$ cat src/rtl/ep0_autostall_pkg.sv
package ep0_autostall_pkg;

  typedef enum logic [1:0] {
    ACT_KEEP = 2'd0,
    ACT_CLR  = 2'd1,
    ACT_SET  = 2'd2
  } flag_act_e;

  typedef enum logic [1:0] {
    EVK_NONE = 2'd0,
    EVK_OUT0 = 2'd1,
    EVK_OUT1 = 2'd2,
    EVK_IN   = 2'd3
  } ev_kind_e;

  typedef struct packed {
    flag_act_e tx;
    flag_act_e rx;
  } act_pair_t;

  localparam int unsigned NUM_FLAGS = 2;
  localparam int unsigned IDX_TX    = 0;
  localparam int unsigned IDX_RX    = 1;

endpackage

$ cat src/rtl/ep0_evt_arb.sv
module ep0_evt_arb
  import ep0_autostall_pkg::*;
(
  input  logic     ev_out0,
  input  logic     ev_out1,
  input  logic     ev_in,
  output ev_kind_e kind
);

  always_comb begin
    if (ev_in)        kind = EVK_IN;
    else if (ev_out0) kind = EVK_OUT0;
    else if (ev_out1) kind = EVK_OUT1;
    else              kind = EVK_NONE;
  end

endmodule

$ cat src/rtl/ep0_stall_rules.sv
module ep0_stall_rules
  import ep0_autostall_pkg::*;
(
  input  logic      seq_chk,
  input  logic      rd_en,
  input  logic      wr_en,
  input  ev_kind_e  kind,
  output act_pair_t act
);

  always_comb begin
    act = '{tx: ACT_KEEP, rx: ACT_KEEP};
    unique case ({wr_en, rd_en})
      2'b00: begin
        if (kind == EVK_OUT0 || kind == EVK_OUT1) act = '{tx: ACT_CLR, rx: ACT_KEEP};
        else if (kind == EVK_IN)                  act = '{tx: ACT_KEEP, rx: ACT_CLR};
      end
      2'b01: begin
        if (kind == EVK_OUT0)
          act = seq_chk ? '{tx: ACT_CLR, rx: ACT_KEEP} : '{tx: ACT_SET, rx: ACT_SET};
        else if (kind == EVK_OUT1) act = '{tx: ACT_SET, rx: ACT_SET};
        else if (kind == EVK_IN)   act = '{tx: ACT_KEEP, rx: ACT_CLR};
      end
      2'b10: begin
        if (kind == EVK_OUT0 || kind == EVK_OUT1) act = '{tx: ACT_CLR, rx: ACT_KEEP};
        else if (kind == EVK_IN)                  act = '{tx: ACT_SET, rx: ACT_SET};
      end
      default: begin
        if (kind == EVK_OUT0)
          act = seq_chk ? '{tx: ACT_CLR, rx: ACT_KEEP} : '{tx: ACT_CLR, rx: ACT_SET};
        else if (kind == EVK_OUT1) act = '{tx: ACT_CLR, rx: ACT_SET};
        else if (kind == EVK_IN)   act = '{tx: ACT_SET, rx: ACT_CLR};
      end
    endcase
  end

endmodule

$ cat src/rtl/ep0_stall_flag.sv
module ep0_stall_flag
  import ep0_autostall_pkg::*;
#(
  parameter bit RST_VAL = 1'b0
)(
  input  logic      clk,
  input  logic      rst,
  input  logic      bus_rst,
  input  logic      fw_we,
  input  logic      fw_val,
  input  flag_act_e act,
  output logic      q
);

  always_ff @(posedge clk) begin
    if (rst || bus_rst) begin
      q <= RST_VAL;
    end else if (fw_we) begin
      q <= fw_val;
    end else begin
      case (act)
        ACT_SET: q <= 1'b1;
        ACT_CLR: q <= 1'b0;
        default: q <= q;
      endcase
    end
  end

  assert_bus_reset_clears_R2: assert property (@(posedge clk) disable iff (rst)
    bus_rst |=> (q == RST_VAL));

  assert_fw_beats_hw_R10: assert property (@(posedge clk) disable iff (rst)
    (fw_we && !bus_rst) |=> (q == $past(fw_val)));

  assert_idle_holds_R12: assert property (@(posedge clk) disable iff (rst)
    (!bus_rst && !fw_we && act == ACT_KEEP) |=> $stable(q));

  assert_set_applies_R7: assert property (@(posedge clk) disable iff (rst)
    (!bus_rst && !fw_we && act == ACT_SET) |=> q);

  assert_clr_applies_R3: assert property (@(posedge clk) disable iff (rst)
    (!bus_rst && !fw_we && act == ACT_CLR) |=> !q);

endmodule

$ cat src/rtl/ep0_autostall.sv
module ep0_autostall
  import ep0_autostall_pkg::*;
(
  input  logic clk,
  input  logic rst,
  input  logic bus_rst,
  input  logic seq_chk,
  input  logic rd_stall_en,
  input  logic wr_stall_en,
  input  logic ev_out0,
  input  logic ev_out1,
  input  logic ev_in,
  input  logic fw_tx_we,
  input  logic fw_tx_val,
  input  logic fw_rx_we,
  input  logic fw_rx_val,
  output logic tx_stall,
  output logic rx_stall,
  output logic cfg_illegal
);

  ev_kind_e  kind;
  act_pair_t act;

  logic [NUM_FLAGS-1:0] we_v, val_v, q_v;
  flag_act_e            act_v [NUM_FLAGS];

  ep0_evt_arb u_arb (
    .ev_out0 (ev_out0),
    .ev_out1 (ev_out1),
    .ev_in   (ev_in),
    .kind    (kind)
  );

  ep0_stall_rules u_rules (
    .seq_chk (seq_chk),
    .rd_en   (rd_stall_en),
    .wr_en   (wr_stall_en),
    .kind    (kind),
    .act     (act)
  );

  assign we_v[IDX_TX]  = fw_tx_we;
  assign we_v[IDX_RX]  = fw_rx_we;
  assign val_v[IDX_TX] = fw_tx_val;
  assign val_v[IDX_RX] = fw_rx_val;
  assign act_v[IDX_TX] = act.tx;
  assign act_v[IDX_RX] = act.rx;

  for (genvar g = 0; g < NUM_FLAGS; g++) begin : g_flag
    ep0_stall_flag #(.RST_VAL(1'b0)) u_flag (
      .clk     (clk),
      .rst     (rst),
      .bus_rst (bus_rst),
      .fw_we   (we_v[g]),
      .fw_val  (val_v[g]),
      .act     (act_v[g]),
      .q       (q_v[g])
    );
  end

  assign tx_stall = q_v[IDX_TX];
  assign rx_stall = q_v[IDX_RX];

  always_ff @(posedge clk) begin
    if (rst) cfg_illegal <= 1'b0;
    else     cfg_illegal <= rd_stall_en & wr_stall_en;
  end

  assert_illegal_flag_R9: assert property (@(posedge clk) disable iff (rst)
    1'b1 |=> (cfg_illegal == $past(rd_stall_en && wr_stall_en)));

  assert_in_wins_R11: assert property (@(posedge clk) disable iff (rst)
    (ev_in && ev_out0 && ev_out1 && wr_stall_en && !rd_stall_en &&
     !bus_rst && !fw_tx_we && !fw_rx_we) |=> (tx_stall && rx_stall));

  assert_reset_state_R1: assert property (@(posedge clk)
    rst |=> (!tx_stall && !rx_stall && !cfg_illegal));

endmodule

$ cat config.mk
export PLATFORM = sky130hd
export DESIGN_NAME = ep0_autostall
export DESIGN_NICKNAME = d
export VERILOG_FILES = /design/src/rtl/ep0_autostall_pkg.sv /design/src/rtl/ep0_evt_arb.sv /design/src/rtl/ep0_stall_rules.sv /design/src/rtl/ep0_stall_flag.sv /design/src/rtl/ep0_autostall.sv
export SDC_FILE = /design/constraint.sdc
export NUM_CORES = 1
export LEC_CHECK = 0
export BUFFER_PORTS_ARGS = -buffer_cell sky130_fd_sc_hd__buf_4
export CORE_AREA = 2 2 39 41
export CTS_CLUSTER_SIZE = 14
export DETAILED_ROUTE_END_ITERATION = 12
export DIE_AREA = 0 0 41 43
export HOLD_SLACK_MARGIN = 0.03
export MAX_ROUTING_LAYER = met4
export PLACE_DENSITY = 0.36
export SLEW_MARGIN = 20
export SYNTH_ARGS = -nofsm -noshare
export SYNTH_HDL_FRONTEND = slang
export SYNTH_SLANG_ARGS = --single-unit
$ cat constraint.sdc
create_clock -name clk -period 1.1 [get_ports clk]
set_input_delay 0.22 -clock clk [delete_from_list [all_inputs] [get_ports clk]]
set_output_delay 0.22 -clock clk [all_outputs]
set_load 0.02 [all_outputs]
==> results.toml <==
[detailed_routing]
drt-initial-drc-count = 1
routed_wl_um = 483
wire_per_inst_um = 8.474
drcViolationCount = 0
vias = 231
drtAntennaViolNets = 0
dr.pass1.iters = 2
avgViaCountPerCell = 4.053

[worst_setup_path]
crit_chain = "buf_4"
critPathLaunchType = "flop"
critPathSlowestCell = "dfxtp_1"
arrival_ps = 700
crit_family = "flip-flops"
critPathBufInv = 1
worstSetupPathDepth = 1
crit_fanout = 2
critPathMaxStageDelay_ps = 320
end_kind = "primary output"
crit_required_ps = 880
timing.rr.end = "g_flag[1].u_flag.q"
r2r_slack_ps = 270
rr_worst_depth = 3
critical_path_class = "flop to primary output"
r2r_start = "g_flag[1].u_flag.q"

[synthesis]
syn_area_per_cell_sq_um = 7.564
yosys_warnings = 0
synth_seq_cells = 3
synth_fp_nets = 35
synth_top_area_share_pct = 36.09
synthCells = 22
netlist_area_sq_um = 166.4
synth_area_leaders = "dfxtp_1, nand2b_1, a21oi_1, nor2_1, o21ai_0"
synth_largest_area_cell = "dfxtp_1"
netlist-cell-type-count = 11
ys_seq_area_share_pct = 36.09

[timing]
relSlewSlack_pct = 89.87
hold_violations = 0
fin_crit_sh_pct = 83.29
setup_tns_ps = 0
min_period_ps = 916.2
tightest_slew_ps = 150.3
rsz0062_at_grt = "no"
finalSetupViolCount = 0
timing.fmax_mhz = 1091
drv_slew = 0
fin_worst_skew_ps = 0

[global_routing]
grtUsageMet1_pct = 5.096
globalRouteOverflowTotal = 0
antenna_found_initial = 0
grt_pass1_vias = 202
grt_start_max_net_pins = 6
grt_use_met3_pct = 1.571
grt_use_total_pct = 7.282
busiest_layer = "met4"
grt_use_met2_pct = 10.63
grt_pass1_wl_um = 752

[flow_run]
drv_cap = 0

[cts]
clk_pin_slew_worst_paths_ps = 30
ctsResizeCount = 0
clock_insertion_delay_worst_skew_ps = 230
cts_tree = "yes"
cts_max_level = 1
clockBufferDepth = 2
numCtsBuffers = 3
cts-root-buf = "clkbuf_4"
post_cts_buffers = 0
clkSinkCount = 3
ctsHoldBuffers = 0

[floorplan]
rows = 14
core_area_sq_um = 1384
dieHeight_um = 43
io_pins = 16
start_util_pct = 12.03
die_w_um = 41
die_area_sq_um = 1763

[final_layout]
area_growth_pct = 95.49
fin_util_pct = 23.51
drive_above_1_share_pct = 46.34
fin_nets = 55
antenna_cells = 0

[pwr]
p_per_area_nw_per_um2 = 1190
seqPwrFrac_pct = 30.2
ir_worst_vdd_mv = 0.1651
p_comb_share_pct = 19.8
switchingPower_mw = 0.09021
p_leak_nw = 0.1554
switching_share_pct = 23.30
clkPwrFrac_pct = 49.9
intPower_mw = 0.2969

[min_path]
hold_path.class = "primary input to flop"
worstHoldPathCells = 2
whs_endpoint = "cfg_illegal"
min_from = "rst"

[placement]
place_congestion = 0.6318
portBuffers = 15

[outcome]
status = "completed"
kinds of logic (layout without fill, tap and decap cells):
group,Yosys count,in the layout,synth area share (%)
buffers and inverters,1,20,2.253
flip-flops,3,3,36.09
AO/OA/AOI/OAI,8,8,30.08
AND/OR/NAND/NOR,10,10,31.57
power by group through the flow:
stage               sequential (mW)  clock [mW]  combinational (mW)
floorplan                     0.125           0              0.0212
global placement              0.118           0              0.0772
detailed placement            0.119           0              0.0777
CTS                           0.117       0.202              0.0778
global route                  0.118       0.212              0.0844
finish                        0.117       0.193              0.0768
layout make-up:
type                    instances  area (sq um)
repair buffers                 15         112.6
flip-flops and latches          3         60.06
well taps                      16         20.02
inverters                       1         3.754
multi-input cells              18         102.6
clock buffers                   4         26.28
fillers                       160          1059
synth_stat cells, drive strengths merged:
master	n
nand2b	5
nor2	4
a21oi	3
dfxtp	3
o21ai	2
a211o	1
a31oi	1
inv	1
nand2	1
o311a	1
layout by cell type, fill, tap and decap left out:
| cell type | Yosys | final |
|---|---|---|
| o311a_1 | 1 | 1 |
| a211o_1 | 1 | 1 |
| clkbuf_1 | 0 | 1 |
| nor2_1 | 4 | 4 |
| nand2b_1 | 4 | 4 |
| a21oi_1 | 3 | 3 |
| a31oi_1 | 1 | 1 |
| nand2_1 | 1 | 1 |
| o21ai_0 | 2 | 2 |
| nand2b_2 | 1 | 1 |
| inv_1 | 1 | 1 |
| buf_4 | 0 | 15 |
| dfxtp_1 | 3 | 3 |
| clkbuf_4 | 0 | 3 |
layer usage:
metal  vias up  share of wire (%)  routed length (um)
met3         5                8.3                  40
met1       100                 30                 143
met4         0                7.0                  34
li1        116                  -                   -
met2        10                 55                 264
met5         -                  0                   0
state kept, by name, indices dropped and copies added (netlist names):
signal and cells:
g_flag.u_flag.q 2, cfg_illegal 1
worst max path at each step:
stage / start / to
2_1_floorplan: g_flag[1].u_flag.q / g_flag[1].u_flag.q
3_3_place_gp: ev_out0 / g_flag[0].u_flag.q
3_5_place_dp: ev_out0 / g_flag[0].u_flag.q
4_1_cts: g_flag[1].u_flag.q / rx_stall
5_1_grt: g_flag[0].u_flag.q / tx_stall
6_report: g_flag[1].u_flag.q / rx_stall
per-stage QoR:
| stage | total power, mW | setup slack, ps | hold slack [ps] | cell area, sq um | cells |
|---|---|---|---|---|---|
| 6_report | 0.3871 | 183.8 | 145.7 | 325.3 | 57 |
| 5_1_grt | 0.4137 | 144.1 | 148.0 | 325.3 | 57 |
| 4_1_cts | 0.3965 | 173.3 | 141.3 | 325.3 | 57 |
| 3_5_place_dp | 0.1964 | 76.29 | 390.2 | 299.0 | 53 |
| 3_3_place_gp | 0.1957 | 96.04 | 386.2 | 299.0 | 53 |
| 2_1_floorplan | 0.1463 | 206.4 | 291.5 | 166.4 | 22 |
No activity file was read; power rests on OpenSTA's default activity.
